### src/rtl/pfx_pkg.sv
package pfx_pkg;
    localparam int ADD_W   = 64;
    localparam int SLICE_W = 16;
    localparam int NIB_W   = 4;
    localparam int NSLICE  = ADD_W / SLICE_W;
    localparam int NNIB    = SLICE_W / NIB_W;

    typedef struct packed {
        logic g;
        logic p;
    } gp_t;
endpackage

### src/rtl/pfx_gp_cell.sv
// Merges RADIX adjacent ranges; index 0 is the least significant range.
module pfx_gp_cell
    import pfx_pkg::*;
#(
    parameter int RADIX = 2
) (
    input  gp_t grp [RADIX],
    output gp_t res
);
    always_comb begin
        res = grp[0];
        for (int i = 1; i < RADIX; i++) begin
            res.g = grp[i].g | (grp[i].p & res.g);
            res.p = grp[i].p & res.p;
        end
    end
endmodule

### src/rtl/pfx_slice.sv
// One slice: per-bit terms, three levels of prefix cells, sum bits.
module pfx_slice
    import pfx_pkg::*;
(
    input  logic [SLICE_W-1:0] a,
    input  logic [SLICE_W-1:0] b,
    input  logic               cin,
    output logic [SLICE_W-1:0] sum,
    output gp_t                grp
);
    gp_t bit_gp  [SLICE_W];
    gp_t loc_pre [SLICE_W];   // prefix within own nibble
    gp_t nib_pre [NNIB];      // prefix of whole nibbles from bit 0
    gp_t full_pre[SLICE_W];   // prefix [i:0] within slice
    logic [SLICE_W-1:0] carry;

    for (genvar i = 0; i < SLICE_W; i++) begin : g_bits
        assign bit_gp[i].g = a[i] & b[i];
        assign bit_gp[i].p = a[i] ^ b[i];
    end

    // Level one: in-nibble prefixes with radix 2, 3, 4 cells
    for (genvar n = 0; n < NNIB; n++) begin : g_nib
        for (genvar j = 0; j < NIB_W; j++) begin : g_pos
            if (j == 0) begin : g_pass
                assign loc_pre[n*NIB_W] = bit_gp[n*NIB_W];
            end else begin : g_cell
                gp_t ins [j+1];
                for (genvar k = 0; k <= j; k++) begin : g_in
                    assign ins[k] = bit_gp[n*NIB_W + k];
                end
                pfx_gp_cell #(.RADIX(j+1)) u_cell (
                    .grp(ins),
                    .res(loc_pre[n*NIB_W + j])
                );
            end
        end
    end

    // Level two: prefixes over whole nibbles
    for (genvar m = 0; m < NNIB; m++) begin : g_npre
        if (m == 0) begin : g_pass
            assign nib_pre[0] = loc_pre[NIB_W-1];
        end else begin : g_cell
            gp_t ins [m+1];
            for (genvar k = 0; k <= m; k++) begin : g_in
                assign ins[k] = loc_pre[k*NIB_W + NIB_W-1];
            end
            pfx_gp_cell #(.RADIX(m+1)) u_cell (
                .grp(ins),
                .res(nib_pre[m])
            );
        end
    end

    // Level three: radix-2 fix-up of bits in upper nibbles
    for (genvar i = 0; i < SLICE_W; i++) begin : g_fix
        if (i < NIB_W) begin : g_low
            assign full_pre[i] = loc_pre[i];
        end else if ((i % NIB_W) == NIB_W-1) begin : g_top
            assign full_pre[i] = nib_pre[i / NIB_W];
        end else begin : g_cell
            gp_t ins [2];
            assign ins[0] = nib_pre[i/NIB_W - 1];
            assign ins[1] = loc_pre[i];
            pfx_gp_cell #(.RADIX(2)) u_cell (
                .grp(ins),
                .res(full_pre[i])
            );
        end
    end

    // Post-processing
    for (genvar i = 0; i < SLICE_W; i++) begin : g_sum
        if (i == 0) begin : g_c0
            assign carry[0] = cin;
        end else begin : g_ci
            assign carry[i] = full_pre[i-1].g | (full_pre[i-1].p & cin);
        end
        assign sum[i] = bit_gp[i].p ^ carry[i];
    end

    assign grp = full_pre[SLICE_W-1];
endmodule

### src/rtl/pfx_carry_net.sv
// Second level: incoming carry per slice and the final carry-out.
module pfx_carry_net
    import pfx_pkg::*;
(
    input  gp_t  slice_grp [NSLICE],
    input  logic cin,
    output logic [NSLICE-1:0] slice_cin,
    output logic cout
);
    gp_t cin_gp;
    assign cin_gp = '{g: cin, p: 1'b0};

    for (genvar k = 0; k < NSLICE; k++) begin : g_slice
        if (k == 0) begin : g_first
            assign slice_cin[0] = cin;
        end else begin : g_cell
            gp_t ins [k+1];
            gp_t res;
            assign ins[0] = cin_gp;
            for (genvar m = 1; m <= k; m++) begin : g_in
                assign ins[m] = slice_grp[m-1];
            end
            pfx_gp_cell #(.RADIX(k+1)) u_cell (
                .grp(ins),
                .res(res)
            );
            assign slice_cin[k] = res.g;
        end
    end

    gp_t out_ins [2];
    gp_t out_res;
    assign out_ins[0] = '{g: slice_cin[NSLICE-1], p: 1'b0};
    assign out_ins[1] = slice_grp[NSLICE-1];
    pfx_gp_cell #(.RADIX(2)) u_out (
        .grp(out_ins),
        .res(out_res)
    );
    assign cout = out_res.g;
endmodule

### src/rtl/pfx_add64_core.sv
module pfx_add64_core
    import pfx_pkg::*;
(
    input  logic [ADD_W-1:0] a,
    input  logic [ADD_W-1:0] b,
    input  logic             cin,
    output logic [ADD_W-1:0] sum,
    output logic             cout
);
    gp_t               slice_grp [NSLICE];
    logic [NSLICE-1:0] slice_cin;

    for (genvar s = 0; s < NSLICE; s++) begin : g_slice
        pfx_slice u_slice (
            .a  (a[s*SLICE_W +: SLICE_W]),
            .b  (b[s*SLICE_W +: SLICE_W]),
            .cin(slice_cin[s]),
            .sum(sum[s*SLICE_W +: SLICE_W]),
            .grp(slice_grp[s])
        );
    end

    pfx_carry_net u_carry (
        .slice_grp(slice_grp),
        .cin      (cin),
        .slice_cin(slice_cin),
        .cout     (cout)
    );
endmodule

### src/rtl/pfx_add64.sv
module pfx_add64
    import pfx_pkg::*;
(
    input  logic             clk,
    input  logic             rst_n,
    input  logic             in_valid,
    input  logic [ADD_W-1:0] a,
    input  logic [ADD_W-1:0] b,
    input  logic             cin,
    output logic             out_valid,
    output logic [ADD_W-1:0] sum,
    output logic             cout
);
    logic [ADD_W-1:0] sum_c;
    logic             cout_c;

    pfx_add64_core u_core (
        .a   (a),
        .b   (b),
        .cin (cin),
        .sum (sum_c),
        .cout(cout_c)
    );

    always_ff @(posedge clk or negedge rst_n) begin
        if (!rst_n) begin
            out_valid <= 1'b0;
            sum       <= '0;
            cout      <= 1'b0;
        end else begin
            out_valid <= in_valid;
            if (in_valid) begin
                sum  <= sum_c;
                cout <= cout_c;
            end
        end
    end
endmodule

### config.mk
export PLATFORM = sky130hd
export DESIGN_NAME = pfx_add64
export DESIGN_NICKNAME = d
export VERILOG_FILES = /design/src/rtl/pfx_pkg.sv /design/src/rtl/pfx_gp_cell.sv /design/src/rtl/pfx_slice.sv /design/src/rtl/pfx_carry_net.sv /design/src/rtl/pfx_add64_core.sv /design/src/rtl/pfx_add64.sv
export SDC_FILE = /design/constraint.sdc
export NUM_CORES = 1
export LEC_CHECK = 0
export BUFFER_PORTS_ARGS = -buffer_cell sky130_fd_sc_hd__buf_2
export CAP_MARGIN = 15
export CORE_MARGIN = 1
export CORE_UTILIZATION = 54
export CTS_CLUSTER_DIAMETER = 80
export DETAILED_ROUTE_END_ITERATION = 8
export GPL_TIMING_DRIVEN = 0
export MAX_ROUTING_LAYER = met4
export PLACE_DENSITY_LB_ADDON = 0.05
export SKIP_CTS_REPAIR_TIMING = 1
export SYNTH_ARGS = -nofsm -noshare
export SYNTH_HDL_FRONTEND = slang
export SYNTH_SLANG_ARGS = --single-unit
### constraint.sdc
create_clock -name clk -period 1.6 [get_ports clk]
set_clock_uncertainty 0.05 [all_clocks]
set_input_delay 0 -clock clk [delete_from_list [all_inputs] [get_ports clk]]
set_output_delay 0 -clock clk [all_outputs]
set_load 0.05 [all_outputs]
==> results.md, run 1 <==
* Seq/Total Area, Yosys at roughly a third
* Synth warn at 0
* Routed WL at 15.1 mm
* Main synth FF type: dfrtp_1
* Pin count of the biggest net entering global routing at 67
* WS Path Type: in2reg
* CP Data Arrival Time at between 2000 and 3000 ps
* Root Driver: clkbuf_8
* WL/cell at about 17 microns
* Critical path buffers and inverters at 1
* Max IR drop VDD at 812 uV
* Total CTS buffers at 9
* Fin util at roughly 80%
* Period utilization at 167%
* GRT Util Overall at between 20 and 30%
* R2r worst-path depth at 2
* Final setup viols at 55
* Unrepaired setup endpoints after global routing: yes
* CP delay by family, top: compound AO/OA/AOI/OAI gates
* Routed Antenna Nets at 0
* Clock Sinks at between 60 and 70
* Layout area overhead at 43.9%
* H-tree levels at 3
* Count leader, synth: dfrtp_1
* Post-Syn Area per Cell at between 9 and 10 sq um
* CTS tree: yes
* Switching Fraction at between 40% and 50%
* Fin. max-slew vios at 0
* Clock Pin Slew Worst Setup and Hold Paths at roughly 80 ps
* Vias/cell at around 5.7
* Power per cell area at 1060 mW/mm^2
* PortBufs at around 200
* Crit-path max FO at 5
* Async set or reset register ratio after synthesis at 100%
* CP Data Required Time at about 1800 ps
* Hold crit path type: in2reg
* Synth Instances at 521
* GRT overflow at 0
* Critical path depth in cells at 11
* Most frequent CP cell: a2111o_1
* Clock Tree Buf Depth at 2
* Switching pwr at 3.62 mW
* Synth Register Bits at 66
* Post-synth cell types at 60
* Slowest cell delay on critical path at around 530 ps
* 1st-pass router iterations at 5
* Gpl congestion at ~0.86
* Layout cells sized above 1 at 48.8%
* Hold Path Depth at 3
* Worst-path cell chain: buf_6 -> ha_4 -> and4_4 -> and2_4 -> a221o_1 -> a2111o_1 -> a211oi_4 -> a2111oi_4 -> or4_4 -> a2111o_1 -> nand4_1
* Flop pwr share at between 20 and 30%
* I/O pin total at 198
* Synth area leaders: dfrtp_1, ha_1, mux2_2
* DRT iter0 DRCs at 195
* FMAX at ~370 MHz
* Critical path's slowest cell: or4_4
* Run status: finished, violations left
* DR vias at just over 5000
* Syn Nets at about 700
* LEAKAGE at ~3.5 nW
* First-pass GRT wire length at 21.5 mm
* Combinational fraction of design power at between 50% and 60%
* Finished Layout Cells at around 900
* Min setup slack post-route at -1080 ps
* Dominant cell type by area after synthesis: dfrtp_1
* Number of global-route vias before repair at between 4000 and 5000
* Post-synth EDFFs at 0
* Number of diodes at 0
* Most instantiated cells after synthesis: dfrtp_1, ha_1, a21oi_1, mux2_2, xnor2_1
* Worst Max-Slew Pin Slew at slightly below 900 ps
* Int Pwr at around 4.2 mW
* Die X at ~100 microns
* Violated checks: setup timing
* HPWL Detailed at 10.7 mm
* Synth top area share at about 32%
* Starting Density at about 56%
* DP Worst Slack at -1780 ps
* Slew margin rel. at around two fifths
* Final hold vios at 0
* Mapped Area at 0.00516 sq mm
* Die Area at a little under 0.01 sq mm
* Nets at ~960
* Max Cap Violations at 0
* Cell Count Post-Placement at approximately 850
* Clk_lat worst skew at between 300 and 400 ps
* CP Capture Type: register
* Post-route minimum period at 2680 ps
* DRC at 0
* FP Rows at 35
* Type of element launching the critical path: input port
* Core area at 0.00924 sq mm
* Clock share of power at a little under a fifth
* Die height at around 100 microns
* Initial antenna violation count at 0
-- registers in the layout (all words and copies together), names as in the netlist --
signal and count:
sum 64, out_valid 1, cout 1
-- kinds of logic after synthesis --
group	Yosys count	share of synthesized area [%]
AO/OA/AOI/OAI	135	17.2
AND/OR/NAND/NOR	126	13.2
adder cells (fa/ha/maj)	68	17.1
flip-flops	66	32.0
XOR/XNOR	47	7.98
multiplexers	47	10.2
buffers and inverters	32	2.33
-- stage by stage --
step,hold slack [ps],cell area (sq um),total power [mW],setup TNS (ps)
2_1_floorplan,-346,5410,5.10,-38800
3_3_place_gp,134,6550,5.99,-63120
3_5_place_dp,126,6560,6.08,-65160
4_1_cts,-254,6750,7.50,-45860
5_1_grt,33.2,7420,8.22,-42380
6_report,25.8,7420,7.87,-37200
-- layout by cell type (no fill, tap or decap), types with 5 or more instances in the layout --
master / synthesis / routed
and3_1: 5 / 5
nand4_1: 12 / 12
inv_1: 19 / 19
buf_6: 0 / 16
nand2_1: 31 / 31
o21ai_0: 25 / 12
buf_4: 0 / 26
mux2_2: 45 / 38
ha_4: 0 / 16
clkbuf_1: 10 / 9
o21ai_2: 0 / 6
nand3_1: 12 / 11
nor2b_1: 7 / 6
xnor2_1: 35 / 33
xor2_1: 12 / 12
nand2b_1: 5 / 5
a31oi_1: 8 / 7
ha_1: 64 / 45
o21ai_1: 0 / 5
mux2_4: 0 / 7
buf_2: 0 / 185
a21o_1: 12 / 11
a21oi_1: 45 / 30
a21oi_2: 0 / 13
dfrtp_1: 66 / 66
clkbuf_8: 0 / 9
nor2_1: 20 / 17
-- area by class of cell --
type / count / area (sq um)
plain buffers: 12 / 45.0
clock buffers: 9 / 124
clock inverters: 7 / 70.1
fillers: 606 / 1820
inverters: 19 / 71.3
multi-input cells: 423 / 3960
flip-flops and latches: 66 / 1650
well taps: 129 / 161
repair buffers: 230 / 1340
-- worst paths after layout --
check | startpoint | to | slack (ps)
max in group asynchronous | rst_n | sum[39] | 660
worst min register to register | sum[41] | sum[41] | 430
min in group asynchronous | rst_n | sum[11] | 250
worst max register to register | sum[42] | sum[42] | 600
worst min-delay path | b[0] | sum[0] | 30
worst max-delay path | b[21] | sum[63] | -1080
-- per-layer routing --
| layer | share of wire (%) | wire length (microns) | GRT usage [%] |
|---|---|---|---|
| met5 | 0 | 0 | - |
| met4 | 3.3 | 492 | 10.3 |
| met3 | 5.9 | 888 | 5.34 |
| met2 | 51 | 7640 | 48.9 |
| met1 | 40 | 6060 | 32.9 |
-- worst reg2reg max path, cell delays in order (launching register included) --
cell	delay, ps
dfrtp_1	380
a221oi_1	310
o211ai_1	130
-- power by group through the flow --
stage	Sequential [mW]	Combinational, mW	Clock, mW
global route	2.32	4.41	1.49
global placement	2.28	3.71	0
floorplan	3.72	1.38	0
CTS	2.26	3.80	1.44
detailed placement	2.30	3.78	0
finish	2.27	4.17	1.42
Power figures use the tool's default switching activity.
==> run 2: changes to the inputs <==
Settings changed: CORE_UTILIZATION 54 to 57, SYNTH_HIERARCHICAL set to 1.
==> results.md, run 2 <==
* Post-Syn Area per Cell at about 9.6 sq um
* Clock Pin Slew Worst Setup and Hold Paths at approximately 80 ps
* Power per cell area at between 1000 and 1500 mW/mm^2
* Nets at approximately 1100
* DR vias at about 6000
* Reg area at between 0.0015 and 0.002 sq mm
* Violated checks: setup timing
* Multi-input logic area at roughly 0.0055 sq mm
* Biggest regs: sum (64), cout (1), out_valid (1)
* Slew margin rel. at 39.9%
* Mapped Area at 0.00620 sq mm
* Final Hold Slack at between 9 and 10 ps
* Routed WL at 18.2 mm
* Layout area overhead at 42.6%
* Total CTS buffers at 9
* DRC at 0
* Most flops, register: sum
* FMAX at roughly 530 MHz
* CTS tree: yes
* Period utilization at 118%
* 1st-pass router iterations at 5
* Post-route minimum period at 1900 ps
* LEAKAGE at 4.23 nW
* Root Driver: clkbuf_8
* Slowest cell delay on critical path at 490 ps
* Syn Nets at ~850
* Hold crit path type: in2reg
* Most frequent cells in the layout: buf_2, dfrtp_1, a21oi_1
* Critical path's slowest cell: fa_2
* CP Data Arrival Time at roughly 2100 ps
* Fin. max-slew vios at 0
* Unrepaired setup endpoints after global routing: yes
* Worst-path cell chain: buf_8 -> ha_4 -> a21oi_4 -> o21ai_4 -> a21oi_2 -> o21ai_4 -> a21oi_2 -> o21ai_4 -> fa_2 -> mux2_4
* Clk_lat worst skew at approximately 360 ps
* Finished Layout Cells at slightly above 1000
* CP Capture Type: register
* Cell area after placement at between 0.008 and 0.009 sq mm
* Synth Instances at around 650
* Die height at around 110 microns
* Worst Max-Slew Pin Slew at 901 ps
* Commonest non-fill, non-tap cell in the layout: buf_2
* FILL cells at roughly 600
* First-pass GRT wire length at 27.1 mm
* Clock Tree Buf Depth at 2
* Most frequent CP cell: o21ai_4
* WL/cell at about 18 microns
* Run status: finished, violations left
* Max FFs per register at 64
* HPWL Detailed at between 10 and 15 mm
* Routed Antenna Nets at 0
* Max Cap Violations at 0
* H-tree levels at 3
* Number of global-route vias before repair at between 5000 and 6000
* DRT iter0 DRCs at 260
* CP Data Required Time at around 1800 ps
* Synth warn at 6
* Final setup viols at 43
* Pin count of the biggest net entering global routing at 67
* I/O pin total at roughly 200
* Cell Count Post-Placement at 981
* Fin area at around 0.009 sq mm
* Die X at between 100 and 150 microns
* Core area at approximately 0.010 sq mm
* Number of diodes at 0
* WS Path Type: in2reg
* Gpl congestion at about 0.90
* Layout cells sized above 1 at about 58%
* Clock Sinks at 66
* Crit-path max FO at 7
* Min setup slack post-route at -295 ps
* PortBufs at approximately 200
* Die Area at 0.0113 sq mm
* Initial antenna violation count at 0
* Final hold vios at 0
* Type of element launching the critical path: input port
* GRT overflow at 0
* Vias/cell at 5.85
* Starting Density at 59.5%
* GRT Util Overall at between 30% and 40%
* Max IR drop VDD at 730 uV
* FP Rows at 37
run 2: per-stage QoR:
stage / power [mW] / TNS [ps] / utilization (%) / setup WS, ps
after global placement: 7.15 / -28290 / 78.4 / -751
after detailed placement: 7.30 / -31020 / 78.5 / -768
after global routing: 9.58 / -11170 / 84.8 / -369
after CTS: 8.95 / -11580 / 80.5 / -389
after floorplan: 6.11 / -9290 / - / -350
final: 9.16 / -6940 / 84.8 / -295
run 2: worst paths after layout:
path	startpoint	endpoint	slack, ps	cells past startpoint
max	a[1]	sum[48]	-300	10
min	b[0]	sum[0]	10	3
max reg2reg	sum[44]	sum[44]	750	1
min reg2reg	sum[8]	sum[8]	450	1
max in group asynchronous	rst_n	sum[1]	660	2
min in group asynchronous	rst_n	sum[35]	260	2
run 2: report_power, final:
part	total, mW	internal, mW	switching, mW
Combinational	5.17	1.98	3.19
Clock	1.63	0.884	0.745
Sequential	2.37	2.11	0.256
run 2: area by class of cell:
class | count | share of cell area, %
repair buffers | 222 | 13.6
clock buffers | 10 | 1.44
well taps | 136 | 1.93
plain buffers | 12 | 1.42
clock inverters | 6 | 1.02
multi-input cells | 570 | 61.9
flip-flops and latches | 66 | 18.7
run 2: critical path: cells and delay by family:
family	cells	cell delay, ps
buffers and inverters	1	100
AO/OA/AOI/OAI	6	950
adder cells (fa/ha/maj)	2	790
multiplexers	1	260
run 2: routing by layer:
metal  global-route usage (%)  up-vias  part of all wire, %
li1                         -     2794                    -
met1                     34.7     2921                   39
met2                     55.2      219                   52
met3                     3.92       43                  5.5
met4                     12.4        0                  2.7
met5                        -        -                    0
